## config.mk

```make
export PLATFORM = sky130hd
export DESIGN_NAME = spi_phase_seq
export DESIGN_NICKNAME = d
export VERILOG_FILES = /design/src/rtl/spi_phase_seq.sv
export SDC_FILE = /design/constraint.sdc
export NUM_CORES = 1
export LEC_CHECK = 0
export BUFFER_PORTS_ARGS = -buffer_cell sky130_fd_sc_hd__buf_4
export CORE_UTILIZATION = 25
export DETAILED_ROUTE_END_ITERATION = 10
export HOLD_SLACK_MARGIN = 0.12
export PLACE_DENSITY = 0.38
export SLEW_MARGIN = 15
export SYNTH_ARGS = -nofsm -noshare
export SYNTH_HDL_FRONTEND = slang
export SYNTH_SLANG_ARGS = --single-unit
```

## constraint.sdc

```tcl
create_clock -name clk -period 7.04 [get_ports clk]
set_input_delay 1.056 -clock clk [delete_from_list [all_inputs] [get_ports clk]]
set_output_delay 1.056 -clock clk [all_outputs]
set_load 0.02 [all_outputs]
```

## src/rtl/spi_phase_seq.sv

```systemverilog
module spi_phase_seq #(
  parameter int CNT_W = 16
) (
  input  logic             clk,
  input  logic             rst_n,
  input  logic             sclk_tick,
  input  logic             start,
  input  logic             stop_req,
  input  logic             dir_wr,
  input  logic             lane_dual,
  input  logic             lane_quad,
  input  logic             addr_wide,
  input  logic             word_mode,
  input  logic [15:0]      hdr_cnt,
  input  logic [31:0]      instr_val,
  input  logic [31:0]      addr_val,
  input  logic [31:0]      rmode_val,
  input  logic [CNT_W-1:0] din_cnt,
  input  logic [31:0]      wr_data,
  input  logic             wr_valid,
  output logic             wr_ready,
  output logic [31:0]      rd_data,
  output logic             rd_valid,
  input  logic             rd_ready,
  output logic             busy,
  output logic             done,
  output logic             cs_n,
  output logic             sclk,
  output logic [3:0]       io_out,
  output logic [3:0]       io_oe,
  input  logic [3:0]       io_in
);

  typedef enum logic [2:0] {S_IDLE, S_SETUP, S_LOAD, S_LOW, S_HIGH} st_t;
  typedef enum logic [2:0] {P_INS, P_ADR, P_RMD, P_DMY, P_DAT} ph_t;

  st_t st;
  ph_t ph;
  logic             busy_q, done_q, cs_q, sclk_q;
  logic             c_wr, c_awide, c_word;
  logic [1:0]       c_w;
  logic [15:0]      c_hdr;
  logic [31:0]      c_ins, c_adr, c_rmd;
  logic [CNT_W-1:0] c_din, left, nxt_cnt, hidx;
  logic [7:0]       sh, rx, hbyte, sh_next, rx_next;
  logic [3:0]       slot, spb;
  logic [31:0]      wword, rword, rword_n, rdd, hval;
  logic [1:0]       wleft, ridx, wcode;
  logic             rdv;

  assign wcode = (ph == P_INS) ? 2'd0 :
                 ((ph == P_ADR || ph == P_RMD) && !c_awide) ? 2'd0 : c_w;
  assign spb   = 4'd8 >> wcode;
  assign hval  = (ph == P_INS) ? c_ins : (ph == P_ADR) ? c_adr : c_rmd;
  assign hidx  = left - 1'b1;
  assign hbyte = (hidx < CNT_W'(4)) ? hval[{hidx[1:0], 3'b000} +: 8] : 8'h00;

  always_comb begin
    case (ph)
      P_INS:   nxt_cnt = CNT_W'(c_hdr[6:4]);
      P_ADR:   nxt_cnt = CNT_W'(c_hdr[9:8]);
      P_RMD:   nxt_cnt = CNT_W'(c_hdr[14:12]);
      default: nxt_cnt = c_wr ? '0 : c_din;
    endcase
  end

  always_comb begin
    case (wcode)
      2'd0:    begin sh_next = {sh[6:0], 1'b0}; rx_next = {rx[6:0], io_in[1]};   end
      2'd1:    begin sh_next = {sh[5:0], 2'b0}; rx_next = {rx[5:0], io_in[1:0]}; end
      default: begin sh_next = {sh[3:0], 4'b0}; rx_next = {rx[3:0], io_in};      end
    endcase
  end

  assign rword_n = rword | ({24'h0, rx} << {ridx, 3'b000});

  assign wr_ready = (st == S_LOAD) && !rdv && (ph == P_DAT) && c_wr && (wleft == 2'd0);

  always_ff @(posedge clk or negedge rst_n) begin
    if (!rst_n) begin
      st <= S_IDLE;   ph <= P_INS;
      busy_q <= 1'b0; done_q <= 1'b0; cs_q <= 1'b0; sclk_q <= 1'b0;
      c_wr <= 1'b0;   c_awide <= 1'b0; c_word <= 1'b0; c_w <= 2'd0;
      c_hdr <= '0;    c_ins <= '0; c_adr <= '0; c_rmd <= '0; c_din <= '0;
      left <= '0;     sh <= '0; rx <= '0; slot <= '0;
      wword <= '0;    wleft <= '0; rword <= '0; ridx <= '0;
      rdd <= '0;      rdv <= 1'b0;
    end else begin
      done_q <= 1'b0;
      if (rdv && rd_ready) rdv <= 1'b0;
      case (st)
        S_IDLE: if (start) begin
          c_wr    <= dir_wr;
          c_awide <= addr_wide;
          c_word  <= word_mode;
          c_w     <= lane_quad ? 2'd2 : lane_dual ? 2'd1 : 2'd0;
          c_hdr   <= hdr_cnt;
          c_ins   <= instr_val;
          c_adr   <= addr_val;
          c_rmd   <= rmode_val;
          c_din   <= din_cnt;
          ph      <= P_INS;
          left    <= CNT_W'(hdr_cnt[1:0]);
          wleft   <= 2'd0;
          ridx    <= 2'd0;
          rword   <= '0;
          busy_q  <= 1'b1;
          cs_q    <= 1'b1;
          st      <= S_SETUP;
        end
        S_SETUP: if (sclk_tick) st <= S_LOAD;
        S_LOAD: if (!rdv) begin
          if (ph != P_DAT) begin
            if (left == '0) begin
              ph   <= ph_t'(ph + 3'd1);
              left <= nxt_cnt;
            end else begin
              sh   <= (ph == P_DMY) ? 8'h00 : hbyte;
              left <= left - 1'b1;
              slot <= spb;
              st   <= S_LOW;
            end
          end else if (!c_wr) begin
            if (left == '0) begin
              st <= S_IDLE; busy_q <= 1'b0; cs_q <= 1'b0; done_q <= 1'b1;
            end else begin
              sh   <= 8'h00;
              left <= left - 1'b1;
              slot <= spb;
              st   <= S_LOW;
            end
          end else if (wleft != 2'd0) begin
            sh    <= wword[7:0];
            wword <= {8'h00, wword[31:8]};
            wleft <= wleft - 1'b1;
            slot  <= spb;
            st    <= S_LOW;
          end else if (wr_valid) begin
            sh    <= wr_data[7:0];
            wword <= {8'h00, wr_data[31:8]};
            wleft <= c_word ? 2'd3 : 2'd0;
            slot  <= spb;
            st    <= S_LOW;
          end else if (stop_req) begin
            st <= S_IDLE; busy_q <= 1'b0; cs_q <= 1'b0; done_q <= 1'b1;
          end
        end
        S_LOW: if (sclk_tick) begin
          sclk_q <= 1'b1;
          rx     <= rx_next;
          st     <= S_HIGH;
        end
        S_HIGH: if (sclk_tick) begin
          sclk_q <= 1'b0;
          sh     <= sh_next;
          slot   <= slot - 1'b1;
          if (slot == 4'd1) begin
            st <= S_LOAD;
            if (ph == P_DAT && !c_wr) begin
              if (!c_word || ridx == 2'd3 || left == '0) begin
                rdd   <= rword_n;
                rdv   <= 1'b1;
                rword <= '0;
                ridx  <= 2'd0;
              end else begin
                rword <= rword_n;
                ridx  <= ridx + 1'b1;
              end
            end
          end else begin
            st <= S_LOW;
          end
        end
        default: st <= S_IDLE;
      endcase
    end
  end

  logic drive;
  assign drive = (st == S_LOW || st == S_HIGH) &&
                 (ph == P_INS || ph == P_ADR || ph == P_RMD || (ph == P_DAT && c_wr));

  always_comb begin
    case (wcode)
      2'd0:    begin io_out = {3'b000, sh[7]};   io_oe = drive ? 4'b0001 : 4'b0000; end
      2'd1:    begin io_out = {2'b00, sh[7:6]};  io_oe = drive ? 4'b0011 : 4'b0000; end
      default: begin io_out = sh[7:4];           io_oe = drive ? 4'b1111 : 4'b0000; end
    endcase
  end

  assign busy     = busy_q;
  assign done     = done_q;
  assign cs_n     = ~cs_q;
  assign sclk     = sclk_q;
  assign rd_data  = rdd;
  assign rd_valid = rdv;

  assert_idle_lines_R8: assert property (@(posedge clk) disable iff (!rst_n)
    !busy |-> (cs_n && !sclk && io_oe == 4'b0000));

  assert_done_single_R9: assert property (@(posedge clk) disable iff (!rst_n)
    done |=> !done);

  assert_done_after_busy_R9: assert property (@(posedge clk) disable iff (!rst_n)
    done |-> (!busy && $past(busy)));

  assert_rd_hold_R10: assert property (@(posedge clk) disable iff (!rst_n)
    (rd_valid && !rd_ready) |=> (rd_valid && $stable(rd_data)));

  assert_rd_no_edge_R10: assert property (@(posedge clk) disable iff (!rst_n)
    rd_valid |=> $stable(sclk));

  assert_sclk_on_tick_R11: assert property (@(posedge clk) disable iff (!rst_n)
    !sclk_tick |=> $stable(sclk));

  assert_wr_take_R6: assert property (@(posedge clk) disable iff (!rst_n)
    wr_ready |-> (busy && !sclk && !cs_n));

endmodule

```

; ---- Word-level counts from Yosys, hierarchy flattened
; Index checks and enable logic that the tools add are counted.
[word_totals]
register_bits = 278
out_inout_bits = 46
elab_cells = 222
[classes]
n_addsub = 5
magnitude_cmp = 1
eq_ne = 34
shifts = 3
n_mux = 107
bitwise_logic = 4
n_reduce_logical = 44
[op_table]
columns = cell, count
row1 = $mux 32, 9
row2 = $mux 16, 7
row3 = $mux 8, 10
row4 = $pmux 32 s2, 1
row5 = $pmux 16 s3, 1
row6 = $pmux 8 s2, 3
row7 = $mux 3, 15
row8 = $mux 2, 16
row9 = $mux 4, 8
row10 = $or 32x32->32, 1
row11 = $pmux 16 s2, 1
row12 = $shiftx 32x6->8, 1
row13 = $shl 8x5->32, 1
row14 = $mux 1, 27
row15 = $reduce_and 5->1, 5
row16 = $pmux 4 s2, 3
row17 = $ne 3x3->1 const B, 7
row18 = $ne 2x2->1 const B, 9
row19 = $logic_not 16->1, 1
row20 = $lt 16x3->1 const B, 1
row21 = $sub 16x1->16 const B, 1
row22 = $pmux 3 s5, 1
row23 = $eq 3x2->1 const B, 4
row24 = $reduce_and 6->1, 2
row25 = 29 further kinds, 63

; ---- Longest topological paths before layout
[logic_depth]
word_depth = 12
ltp_mapped = 13
depth_no_buf = 8

; ---- Worst setup path after synthesis
; Ideal clock, no wire load.
[synth_path]
kind = register to output
start = register ph[0]
end = output io_out[0]
arrival_time_ps = 1991
slack_ps = 3993
stages_incl_launch_ff = 8
path_buffers = 0
cell_sequence = dfrtp_1 > inv_1 > ha_1 > o21bai_1 > a21oi_1 > nor3_1 > mux2i_1 > o21ai_0
[synth_between]
elab_chain_len = 7
[synth_lines]
columns = element, line_no
row1 = start: declaration, 38  ; ph_t ph;
row2 = start signal: assignment, 115  ; ph <= ph_t'(ph + 3'd1);
row3 = $eq 3x1->1 / $eq 3x2->1 (equally long branches), 52  ; ((ph == P_ADR || ph == P_RMD) && !c_awide) ? 2'd0 : c_w;
row4 = $logic_or 1x1->1, 52
row5 = $logic_and 1x1->1, 52
row6 = $mux 2, 52
row7 = $mux 2 *, 51  ; assign wcode = (ph == P_INS) ? 2'd0 :
row8 = $eq 2x1->1 / $logic_not 2->1 (equally long branches), 184  ; case (wcode)
row9 = $pmux 4 s2 *, 184
row10 = end: declaration, 29  ; output logic [3:0] io_out,
; Mark *: on every way between the ends. The rest lies on a longest branch, timed or not.

; ---- Final worst setup path
[layout_path]
start = register ph[1]
end = output io_oe[3]
[layout_between]
elab_chain_len = 7
[layout_lines]
columns = element, line_no
row1 = $eq 3x1->1 (tied with other cells), "52, 181"
row2 = "$logic_or 1x1->1, on equally long branches", "52, 181"
row3 = $logic_and 1x1->1 / $logic_or 1x1->1 (equally long branches), "52, 181"
row4 = $mux 2 / $logic_or 1x1->1 (equally long branches), "52, 181"
row5 = $mux 2 / $logic_and 1x1->1 (equally long branches), "51, 180"
row6 = $eq 2x1->1 (tied with other cells), 184
row7 = $pmux 4 s2 *, 184
row8 = end: declaration, 30  ; output logic [3:0] io_oe,
; Marked as above.

==> flow_summary_export.csv <==
group,metric,value,unit
yosys,synth_fp_nets,1645,
pwr,internal_power,4.00,mW
die,fp.dieH,229,um
placement,dpl.hpwl,28.9,mm
layout,fill_cells,5362,
yosys,yosysSeqAreaShare,0.513,
sta,finClkSkew,0.0207,ns
sta,fin_crit_sh,0.569,
global_route,grt_pass1_vias,11200,
yosys,synth_flop_cell,"dfrtp_1",
yosys,post-synth-top-count-cell,"nand2_1",
routing,drc,0,
yosys,yosys.area.top_type,"dfrtp_1",
worst_hold_path,holdPathEnd,"wword[21]$_DFFE_PN0P_",
die,die_area,52300,sq um
clock_network,cts_htree_levels,2,
global_route,grt_overflow,0,
worst_hold_path,min-delay-start,"wword[21]$_DFFE_PN0P_",
die,start_util,0.255,
layout,finalNonFillerCells,2321,
routing,detail_route.iter0.violations,663,
layout,area_growth,26.3,%
die,core_area,50400,sq um
routing,vias,10800,
sta,rsz0062_at_grt,"no",
clock_network,cts_root_buffer,"clkbuf_16",
sta,finalSetupViolCount,0,
global_route,antenna_found_initial,0,
clock_network,insertion_delay,0.56,ns
critical_path,r2r_slack,3.73,ns
layout,antenna_cells,0,
routing,vias_per_cell,4.64,
global_route,grt_start_max_net_pins,151,
routing,drt_pass1_iterations,5,
sta,finalHoldViolCount,0,
critical_path,timing.rr.start,"left[0]$_DFFE_PN0P_",
placement,dp.cells,2258,
placement,gp_congestion,0.774,
worst_hold_path,hold_depth,2,
sta,drv_slew,0,
die,ios,222,
clock_network,cts_buffers,36,
yosys,syn_inst,1459,
sta,min_period,4.01,ns
pwr,p_leak,7.91,nW
clock_network,cts_resized,0,
pwr,net-switching-power,2.60,mW
critical_path,start_kind,"register",
critical_path,r2r_cells,10,
yosys,yosys.area.top_type_share,0.513,
pwr,peakVddDrop,0.000153,V
yosys,ys_async_sr_fraction,1.00,
clock_network,cts_setup_buffers,0,
clock_network,holdBufCountCts,0,
clock_network,clock_path_buffers,3,
yosys,synth_warnings,0,
critical_path,worstReg2RegEnd,"rword[24]$_DFFE_PN0P_",
layout,drive_gt1_frac,0.198,
critical_path,critical_path_class,"register to output pin",
pwr,combPwrFrac,0.354,
pwr,power_density,407,nW/um^2
clock_network,cts_tree,"yes",
yosys,synth_edf_count,0,
routing,post_drt_wl_per_cell,18.1,um
yosys,yosys-top-cells-area,"dfrtp_1 51%, nand2_1 15%, a21oi_1 3.6%, o21ai_0 3.4%, mux4_2 2.8%",
critical_path,crit_arrival,2.95,ns
yosys,ys_types,76,
routing,drt_wl_total,42.1,mm
critical_path,worstPathRequired,5.98,ns
yosys,avgSynthCellArea,8.80,sq um
yosys,ys_seq_elements,263,
pwr,clkPwrFrac,0.284,
die,die_w,229,um
sta,tightest_slew,1.03,ns
placement,io_buffers,215,
routing,drtAntennaViolNets,0,
sta,totalNegativeSetupSlack,0,ns
global_route,track_usage,0.162,
yosys,synth_area,12800,sq um
job,drv_cap,0,
layout,finalNetCount,1810,
pwr,power_frac_seq,0.362,
clock_network,path_clk_slew,0.06,ns
critical_path,end_kind,"output pin",
critical_path,path_max_fanout,14,
sta,fin_hold_ws,0.462,ns
die,rows,82,
global_route,grt_pass1_wl,66.1,mm
worst_hold_path,hold_path.class,"register to register",
clock_network,cts.sink_count,263,
yosys,synth_commonest_cells,"518 x nand2_1, 263 x dfrtp_1, 92 x a21oi_1, 88 x o21ai_0, 74 x nor2_1",
sta,fmax,250,MHz
sta,relSlewSlack,0.309,
run_status,status,"finished, final reports clean",
pwr,switching_share,0.394,
==> metrics by stage <==
| stage | worst slack, ns | power, mW | utilization | area, sq um |
|---|---|---|---|---|
| 2_1_floorplan | 3.99 | 3.96 | - | 12800 |
| 3_3_place_gp | 3.44 | 4.76 | 0.298 | 15000 |
| 3_5_place_dp | 3.38 | 4.79 | 0.298 | 15000 |
| 4_1_cts | 2.99 | 6.71 | 0.322 | 16200 |
| 5_1_grt | 2.80 | 7.09 | 0.322 | 16200 |
| 6_report | 3.03 | 6.60 | 0.322 | 16200 |
==> logic make-up (layout without fill, tap and decap cells) <==
logic type / Yosys count / in the layout / share of synthesized area
AOI/OAI and AO/OA: 292 / 292 / 0.138
xor gates and xnor gates: 7 / 7 / 0.00478
adders and majority gates: 10 / 10 / 0.00975
buffers and inverters: 118 / 308 / 0.0392
DFF: 263 / 263 / 0.513
muxes: 51 / 51 / 0.0555
and+or+nand+nor: 718 / 718 / 0.240
==> cell type report <==
cell class	instances	area, sq um	share of cell area
sequential	263	6580	0.406
tap	672	841	0.0519
timing repair buffer	229	1740	0.107
inverter	16	60.1	0.00370
clock buffer	47	992	0.0612
clock inverter	16	219	0.0135
multi-input combinational	1078	5780	0.356
==> worst max path at each step <==
stage / startpoint / end / depth (start not counted)
global route: ph[0]$_DFFE_PN0P_ / io_oe[3] / 7
detailed placement: start / rword[24]$_DFFE_PN0P_ / 8
global placement: start / rword[24]$_DFFE_PN0P_ / 8
finish: ph[1]$_DFFE_PN0P_ / io_oe[3] / 7
floorplan: ph[0]$_DFFE_PN0P_ / io_out[0] / 7
CTS: ph[1]$_DFFE_PN0P_ / io_oe[3] / 7
==> state kept, by name (all words and copies together) (netlist names), 3 cells and up <==
signal,flops
left,16
c_ins,32
sh,8
rx,8
rword,32
c_rmd,32
slot,4
rd_data,32
c_hdr,8
c_din,16
st,3
ph,3
wword,24
c_adr,32
==> worst max-delay path, stage by stage (launching register included) <==
cell and delay (ns):
dfrtp_1 0.41, inv_1 0.08, ha_1 0.29, o21bai_1 0.22, a21o_1 0.45, nand2_1 0.34, nor2_1 0.39, buf_4 0.22
==> power groups by stage <==
| stage | clock network, mW | logic [mW] | registers [mW] |
|---|---|---|---|
| 2_1_floorplan | 0 | 1.78 | 2.19 |
| 3_3_place_gp | 0 | 2.36 | 2.41 |
| 3_5_place_dp | 0 | 2.37 | 2.41 |
| 4_1_cts | 1.94 | 2.38 | 2.39 |
| 5_1_grt | 2.00 | 2.63 | 2.46 |
| 6_report | 1.88 | 2.34 | 2.39 |
==> layer usage <==
layer / GRT usage / part of all wire / wire length (um)
met1: 0.221 / 0.47 / 19700
met4: 0.0457 / 0.020 / 861
met5: 0 / 0 / 0
met3: 0.0268 / 0.042 / 1760
met2: 0.264 / 0.47 / 19800
==> cells in the final DEF (no fill, tap or decap), drive strengths merged, types with 16 or more instances in the layout <==
cell    instances
a21oi          93
buf           229
clkbuf         47
dfrtp         263
inv            18
mux2i          34
mux4           16
nand2         518
nand3          29
nor2           75
nor3           22
o21ai         103
Note: power is estimated with default switching activity, not from simulation.
